`config.mk`:
```
export PLATFORM = sky130hd
export DESIGN_NAME = led_status_shifter
export DESIGN_NICKNAME = d
export VERILOG_FILES = /design/src/rtl/led_shift_pkg.sv /design/src/rtl/led_shift_ctrl.sv /design/src/rtl/led_shift_datapath.sv /design/src/rtl/led_status_shifter.sv
export SDC_FILE = /design/constraint.sdc
export NUM_CORES = 1
export LEC_CHECK = 0
export BUFFER_PORTS_ARGS = -buffer_cell sky130_fd_sc_hd__buf_2
export CORE_AREA = 2 2 148 150
export DETAILED_ROUTE_END_ITERATION = 12
export DIE_AREA = 0 0 150 152
export SYNTH_ARGS = -nofsm -noshare
export SYNTH_HDL_FRONTEND = slang
export SYNTH_SLANG_ARGS = --single-unit
```
`constraint.sdc`:
```
create_clock -name clk -period 6.1 [get_ports clk]
set_input_delay 0 -clock clk [delete_from_list [all_inputs] [get_ports clk]]
set_output_delay 0 -clock clk [all_outputs]
set_load 0.05 [all_outputs]
```
`src/rtl/led_shift_pkg.sv`:
```
package led_shift_pkg;
  // positions inside the 32-bit status word
  localparam int ACT_A_BIT = 20;
  localparam int ACT_B_BIT = 21;
  localparam int LOC_BIT   = 19;
  localparam int FLT_BIT   = 22;
  localparam int SLOT_LSB  = 8;
  localparam int SLOT_W    = 4;

  typedef enum logic [2:0] {
    ST_IDLE,
    ST_PRE,
    ST_LOAD,
    ST_DATA,
    ST_POST
  } serState_e;

  // control-to-datapath strobes
  typedef struct packed {
    logic update;   // accept a valid request: write pattern, latch frame copy
    logic shift;    // present next frame bit on the data line
    logic dataClr;  // return the data line to 0 after the last bit
    logic clkHigh;  // serial clock level
    logic loadOn;   // load strobe level
    logic active;   // frame in progress
  } serStrobe_t;
endpackage

```
`src/rtl/led_shift_ctrl.sv`:
```
module led_shift_ctrl
  import led_shift_pkg::*;
#(
  parameter int MAX_PORTS   = 8,
  parameter int MAX_SLOTS   = 15,
  parameter int HALF_CYCLES = 12500,
  parameter int CLK_CNT_W   = 8,
  parameter int PCNT_W      = 4
) (
  input  logic                 clk,
  input  logic                 rst_n,
  input  logic                 reqValid,
  input  logic [SLOT_W-1:0]    reqSlot,
  input  logic [PCNT_W-1:0]    cfgPortCount,
  input  logic [CLK_CNT_W-1:0] cfgPreClocks,
  input  logic [CLK_CNT_W-1:0] cfgPostClocks,
  output logic                 reqAck,
  output logic                 reqErr,
  output logic                 busy,
  output serStrobe_t           stb
);
  localparam int HCW    = (HALF_CYCLES > 1) ? $clog2(HALF_CYCLES) : 1;
  localparam int BITS_W = $clog2(3 * MAX_PORTS + 1);
  localparam int CW     = (CLK_CNT_W > BITS_W) ? CLK_CNT_W : BITS_W;

  serState_e       state, nxtState;
  logic [HCW-1:0]  halfCnt;
  logic            lowPhase;
  logic [CW-1:0]   cycCnt, cycNext, nxtCnt;
  logic [PCNT_W-1:0] portEff;
  logic [CW-1:0]   nBits, preLim, postLim;
  logic            accept, slotOk, halfEnd, fallNow, lastData;

  assign portEff = (cfgPortCount > PCNT_W'(MAX_PORTS)) ? PCNT_W'(MAX_PORTS) : cfgPortCount;
  assign nBits   = CW'(portEff) * CW'(3);
  assign preLim  = CW'(cfgPreClocks);
  assign postLim = CW'(cfgPostClocks);

  assign slotOk  = ({1'b0, reqSlot} < (SLOT_W+1)'(MAX_SLOTS));
  assign accept  = reqValid && (state == ST_IDLE);
  assign reqAck  = accept;
  assign reqErr  = accept && !slotOk;
  assign busy    = (state != ST_IDLE);

  assign halfEnd  = (halfCnt == HCW'(HALF_CYCLES - 1));
  assign fallNow  = busy && halfEnd && !lowPhase;
  assign cycNext  = cycCnt + CW'(1);
  assign lastData = (state == ST_DATA) && (cycNext == nBits);

  always_comb begin
    stb.update  = accept && slotOk;
    stb.shift   = fallNow && (((state == ST_LOAD) && (nBits != '0)) ||
                              ((state == ST_DATA) && !lastData));
    stb.dataClr = fallNow && (((state == ST_LOAD) && (nBits == '0)) || lastData);
    stb.clkHigh = busy && !lowPhase;
    stb.loadOn  = (state == ST_LOAD);
    stb.active  = busy;
  end

  // state reached at the end of the current serial cycle
  always_comb begin
    nxtState = state;
    nxtCnt   = cycNext;
    unique case (state)
      ST_PRE: if (cycNext == preLim) begin
        nxtState = ST_LOAD;
        nxtCnt   = '0;
      end
      ST_LOAD: begin
        nxtCnt = '0;
        if (nBits != '0)        nxtState = ST_DATA;
        else if (postLim != '0) nxtState = ST_POST;
        else                    nxtState = ST_IDLE;
      end
      ST_DATA: if (lastData) begin
        nxtCnt   = '0;
        nxtState = (postLim != '0) ? ST_POST : ST_IDLE;
      end
      ST_POST: if (cycNext == postLim) begin
        nxtState = ST_IDLE;
        nxtCnt   = '0;
      end
      default: begin
        nxtState = ST_IDLE;
        nxtCnt   = '0;
      end
    endcase
  end

  always_ff @(posedge clk or negedge rst_n) begin
    if (!rst_n) begin
      state    <= ST_IDLE;
      halfCnt  <= '0;
      lowPhase <= 1'b0;
      cycCnt   <= '0;
    end else if (stb.update) begin
      state    <= (preLim != '0) ? ST_PRE : ST_LOAD;
      halfCnt  <= '0;
      lowPhase <= 1'b0;
      cycCnt   <= '0;
    end else if (busy) begin
      if (halfEnd) begin
        halfCnt  <= '0;
        lowPhase <= !lowPhase;
        if (lowPhase) begin
          state  <= nxtState;
          cycCnt <= nxtCnt;
        end
      end else begin
        halfCnt <= halfCnt + HCW'(1);
      end
    end
  end

  p_accept_starts_r8: assert property (@(posedge clk) disable iff (!rst_n)
    (reqAck && !reqErr) |=> busy);
  p_reject_no_frame_r4: assert property (@(posedge clk) disable iff (!rst_n)
    (reqAck && reqErr) |=> !busy);
  p_half_range_r5: assert property (@(posedge clk) disable iff (!rst_n)
    busy |-> (halfCnt <= HCW'(HALF_CYCLES - 1)));
  p_high_then_low_r5: assert property (@(posedge clk) disable iff (!rst_n)
    (busy && halfEnd && !lowPhase) |=> (lowPhase && busy));
endmodule

```
`src/rtl/led_shift_datapath.sv`:
```
module led_shift_datapath
  import led_shift_pkg::*;
#(
  parameter int MAX_PORTS = 8,
  parameter int PORT_W    = 3
) (
  input  logic                        clk,
  input  logic                        rst_n,
  input  serStrobe_t                  stb,
  input  logic [PORT_W-1:0]           reqPort,
  input  logic [1:0]                  actReq,
  input  logic                        locReq,
  input  logic                        fltReq,
  input  logic [MAX_PORTS*PORT_W-1:0] cfgSlotMap,
  output logic                        ledClk,
  output logic                        ledLoad,
  output logic                        ledData
);
  localparam int PAT_W = 3 * MAX_PORTS;

  logic [PAT_W-1:0]     pattern, newPattern, shiftReg;
  logic [PORT_W-1:0]    mapSlot;
  logic [MAX_PORTS-1:0] hit;
  logic                 actOn;

  assign actOn = |actReq;

  always_comb begin
    mapSlot = '0;
    for (int p = 0; p < MAX_PORTS; p++)
      if (reqPort == PORT_W'(p)) mapSlot = cfgSlotMap[p*PORT_W +: PORT_W];
  end

  for (genvar g = 0; g < MAX_PORTS; g++) begin : g_group
    assign hit[g]              = (mapSlot == PORT_W'(g));
    assign newPattern[3*g]     = hit[g] ? actOn  : pattern[3*g];
    assign newPattern[3*g + 1] = hit[g] ? locReq : pattern[3*g + 1];
    assign newPattern[3*g + 2] = hit[g] ? fltReq : pattern[3*g + 2];
  end

  always_ff @(posedge clk or negedge rst_n) begin
    if (!rst_n) begin
      pattern  <= '0;
      shiftReg <= '0;
      ledData  <= 1'b0;
    end else if (stb.update) begin
      pattern  <= newPattern;
      shiftReg <= newPattern;
      ledData  <= 1'b0;
    end else if (stb.shift) begin
      ledData  <= shiftReg[0];
      shiftReg <= shiftReg >> 1;
    end else if (stb.dataClr) begin
      ledData  <= 1'b0;
    end
  end

  assign ledClk  = stb.clkHigh;
  assign ledLoad = stb.loadOn;

  p_idle_quiet_r1: assert property (@(posedge clk) disable iff (!rst_n)
    !stb.active |-> (!ledClk && !ledLoad && !ledData));
  p_pattern_hold_r4: assert property (@(posedge clk) disable iff (!rst_n)
    !stb.update |=> $stable(pattern));
  p_frame_copy_hold_r9: assert property (@(posedge clk) disable iff (!rst_n)
    (!stb.update && !stb.shift) |=> $stable(shiftReg));
endmodule

```
`src/rtl/led_status_shifter.sv`:
```
module led_status_shifter
  import led_shift_pkg::*;
#(
  parameter int MAX_PORTS   = 8,
  parameter int MAX_SLOTS   = 15,
  parameter int HALF_CYCLES = 12500,
  parameter int CLK_CNT_W   = 8,
  parameter int PORT_W      = $clog2(MAX_PORTS),
  parameter int PCNT_W      = $clog2(MAX_PORTS + 1)
) (
  input  logic                        clk,
  input  logic                        rst_n,
  input  logic                        reqValid,
  input  logic [PORT_W-1:0]           reqPort,
  input  logic [31:0]                 reqStatus,
  output logic                        reqAck,
  output logic                        reqErr,
  output logic                        busy,
  input  logic [PCNT_W-1:0]           cfgPortCount,
  input  logic [MAX_PORTS*PORT_W-1:0] cfgSlotMap,
  input  logic [CLK_CNT_W-1:0]        cfgPreClocks,
  input  logic [CLK_CNT_W-1:0]        cfgPostClocks,
  output logic                        ledClk,
  output logic                        ledLoad,
  output logic                        ledData
);
  serStrobe_t stb;
  logic       unusedStatusBits;

  assign unusedStatusBits = ^{reqStatus[31:23], reqStatus[18:12], reqStatus[7:0]};

  led_shift_ctrl #(
    .MAX_PORTS(MAX_PORTS), .MAX_SLOTS(MAX_SLOTS), .HALF_CYCLES(HALF_CYCLES),
    .CLK_CNT_W(CLK_CNT_W), .PCNT_W(PCNT_W)
  ) ctrl_i (
    .clk(clk), .rst_n(rst_n), .reqValid(reqValid),
    .reqSlot(reqStatus[SLOT_LSB +: SLOT_W]),
    .cfgPortCount(cfgPortCount), .cfgPreClocks(cfgPreClocks),
    .cfgPostClocks(cfgPostClocks), .reqAck(reqAck), .reqErr(reqErr),
    .busy(busy), .stb(stb)
  );

  led_shift_datapath #(.MAX_PORTS(MAX_PORTS), .PORT_W(PORT_W)) dp_i (
    .clk(clk), .rst_n(rst_n), .stb(stb), .reqPort(reqPort),
    .actReq({reqStatus[ACT_B_BIT], reqStatus[ACT_A_BIT]}),
    .locReq(reqStatus[LOC_BIT]), .fltReq(reqStatus[FLT_BIT]),
    .cfgSlotMap(cfgSlotMap), .ledClk(ledClk), .ledLoad(ledLoad), .ledData(ledData)
  );
endmodule

```
==> impl_metrics.json <==
{
  "synthFlopType": "dfrtp_1",
  "rows": 54,
  "ios": 88,
  "rr_worst_depth": 9,
  "drc": 0,
  "synth_seq_cells": 75,
  "slew_violations": 0,
  "drtIter0Drc": 165,
  "synth_top_area_share_pct": 38.87,
  "final_min_period_over_clock_period_pct": 49.76,
  "fill_cells": 2326,
  "finalHoldViolations": 0,
  "fmax_mhz": 329.5,
  "port_buffers": 63,
  "first_pass_iters": 4,
  "start_util_pct": 22.61,
  "drv_cap": 0,
  "worst_slack_ps": 3065,
  "cts_inserted_buffers": 9,
  "clock_latency_ps": 330,
  "r2r_setup_slack_ps": 3060,
  "place_inst": 804,
  "cp_max_fo": 73,
  "required_ps": 6310,
  "synth_edf_count": 0,
  "wl_per_cell_um": 12.47,
  "period_needed_ps": 3035,
  "syn-num-nets": 576,
  "rsz0062_at_grt": "no",
  "dp_slack_ps": 3039,
  "clkSinkCount": 75,
  "drive_gt1_share_pct": 23.66,
  "netlist_instances": 488,
  "dieArea_mm2": 0.02280,
  "hold_depth": 4,
  "fin_worst_skew_ps": 6.814,
  "cts_tree": "built",
  "antenna_found_initial": 0,
  "crit_type": "register to register",
  "antennaDiodeCount": 0,
  "reg2reg_from": "ctrl_i.state[0]",
  "ys_top_cells_by_area": "dfrtp_1 (39%), mux2_2 (6.1%), mux2i_1 (5.6%)",
  "detail-route-antenna-nets": 0,
  "grt_max_degree": 76,
  "dp_hpwl_um": 7308,
  "netlist-cell-type-count": 66,
  "synth_area_leader_cell": "dfrtp_1",
  "postCtsSetupRepairBufs": 0,
  "ys_warn_count": 0,
  "grt_pass1_vias": 3789,
  "hold-path-endpoint": "ctrl_i.halfCnt[0]",
  "status": "completed",
  "vias": 3823,
  "yosysSeqAreaShare_pct": 38.87,
  "finalSetupViolCount": 0,
  "hold_start": "reqValid",
  "final_common_cell": "dfrtp_1",
  "cts.reportedPaths.clkPinSlew_ps": 60,
  "cp-start-kind": "register",
  "hold_class": "input port to register",
  "fp.dieH_um": 152,
  "final_cell_mix": "dfrtp_1 (75), nand2_1 (64), buf_2 (62)",
  "clockBufferDepth": 2,
  "async_flop_share_pct": 100.0,
  "end_kind": "register",
  "dieWidth_um": 150,
  "syn-cell-area_mm2": 0.004828,
  "final_cells": 821,
  "grt_pass1_wl_um": 17480,
  "avgViaCountPerCell": 4.657,
  "powerDensity_mw_per_mm2": 393.6,
  "slew_headroom_pct": 36.39,
  "core_area_mm2": 0.02135,
  "cp_data_arrival_time_ps": 3250,
  "grt_usage_pct": 9.281,
  "p_total_uw": 2229,
  "globalplace.congestion": 0.8097,
  "nNetsFinal": 624,
  "htreeDepth": 3,
  "p_leak_uw": 0.002465,
  "gr-total-overflow": 0,
  "avgSynthCellArea_um2": 9.894,
  "startpoint": "ctrl_i.state[0]",
  "worstReg2RegEnd": "ctrl_i.cycCnt[2]",
  "tightest_slew_ps": 954.1,
  "cts_root_buf": "clkbuf_16",
  "tns_ps": 0,
  "wirelength_um": 10240,
  "vdd_drop_max_v": 0.0001646,
  "area_growth_pct": 17.26
}
registers in the layout, indices dropped and copies added (netlist names):
signal / cells
ctrl_i.state: 3
dp_i.ledData: 1
ctrl_i.halfCnt: 14
ctrl_i.cycCnt: 8
dp_i.pattern: 24
ctrl_i.lowPhase: 1
dp_i.shiftReg: 24
final cells by class:
cell class / instances / area (µm²) / area share, %
inverters: 10 / 37.54 / 0.6630
clock buffers: 15 / 277.8 / 4.906
flip-flops and latches: 75 / 1877 / 33.15
clock inverters: 1 / 30.03 / 0.5304
repair buffers: 66 / 342.8 / 6.055
multi-input cells: 374 / 2746 / 48.51
well taps: 280 / 350.3 / 6.188
cell families after synthesis:
family / after synthesis / synth area share (%)
muxes: 60 / 14.54
AOI/OAI and AO/OA: 79 / 12.88
and+or+nand+nor: 192 / 19.95
buffers and inverters: 39 / 4.302
adders and majority gates: 6 / 1.710
DFF: 75 / 38.87
xor gates and xnor gates: 37 / 7.748
per-layer routing:
| metal | GRT usage [%] | part of all wire (%) | vias to the layer above |
|---|---|---|---|
| met2 | 14.94 | 44 | 106 |
| li1 | - | - | 1876 |
| met1 | 12.43 | 50 | 1830 |
| met5 | 0 | 0 | - |
| met3 | 2.102 | 5.5 | 11 |
| met4 | 2.695 | 1.3 | 0 |
cell usage after synthesis (3+ instances only):
| cell | n |
|---|---|
| buf_6 | 5 |
| xnor2_1 | 18 |
| nor4_1 | 6 |
| buf_2 | 4 |
| dfrtp_1 | 75 |
| ha_1 | 5 |
| a21oi_1 | 13 |
| o21a_1 | 3 |
| nor2_1 | 31 |
| and4_1 | 5 |
| nor3_1 | 8 |
| mux2i_1 | 27 |
| o221ai_1 | 24 |
| and3_1 | 7 |
| nand2_1 | 65 |
| nand4_1 | 7 |
| buf_4 | 5 |
| inv_1 | 10 |
| o21ai_0 | 11 |
| nor2b_1 | 7 |
| clkbuf_1 | 15 |
| mux4_2 | 5 |
| nand2b_1 | 6 |
| a221o_1 | 3 |
| a22o_1 | 3 |
| nand3_1 | 29 |
| and2_1 | 6 |
| mux2_2 | 26 |
| xor2_1 | 15 |
power breakdown:
part / total (µW) / internal [µW] / switching (µW)
Sequential: 831 / 684 / 147
Clock: 540 / 351 / 189
Combinational: 858 / 372 / 486
Total: 2230 / 1410 / 822
worst max-delay path: stages, from the launching register on:
cell and delay, ps:
dfrtp_1 490, nor3_2 140, nand2_1 110, inv_1 60
nand2_2 50, buf_4 540, nand2_1 420, o21ai_1 620
a2111oi_0 160, a221o_1 300
how the worst max path moves through the flow:
stage | end | slack, ps | depth (start not counted)
floorplan | ctrl_i.state[0] | 3600 | 10
global placement | dp_i.shiftReg[12] | 3070 | 11
detailed placement | dp_i.shiftReg[11] | 3040 | 11
CTS | ctrl_i.cycCnt[2] | 3050 | 9
global route | ctrl_i.cycCnt[7] | 2680 | 9
finish | ctrl_i.cycCnt[2] | 3060 | 9
stage by stage:
step           util, %  hold WS (ps)  cell area, µm²
2_1_floorplan        -        -295.6            4828
3_3_place_gp     25.03         225.1            5344
3_5_place_dp     25.03         224.0            5344
4_1_cts          26.52         87.94            5662
5_1_grt          26.52         114.7            5662
6_report         26.52         103.5            5662
what timing repair did:
action / CTS / global route
hold endpoints to repair: 75 / 0
hold buffers: 1 / 0
gates resized for setup: 0 / 0
Power figures use the tool's default switching activity.
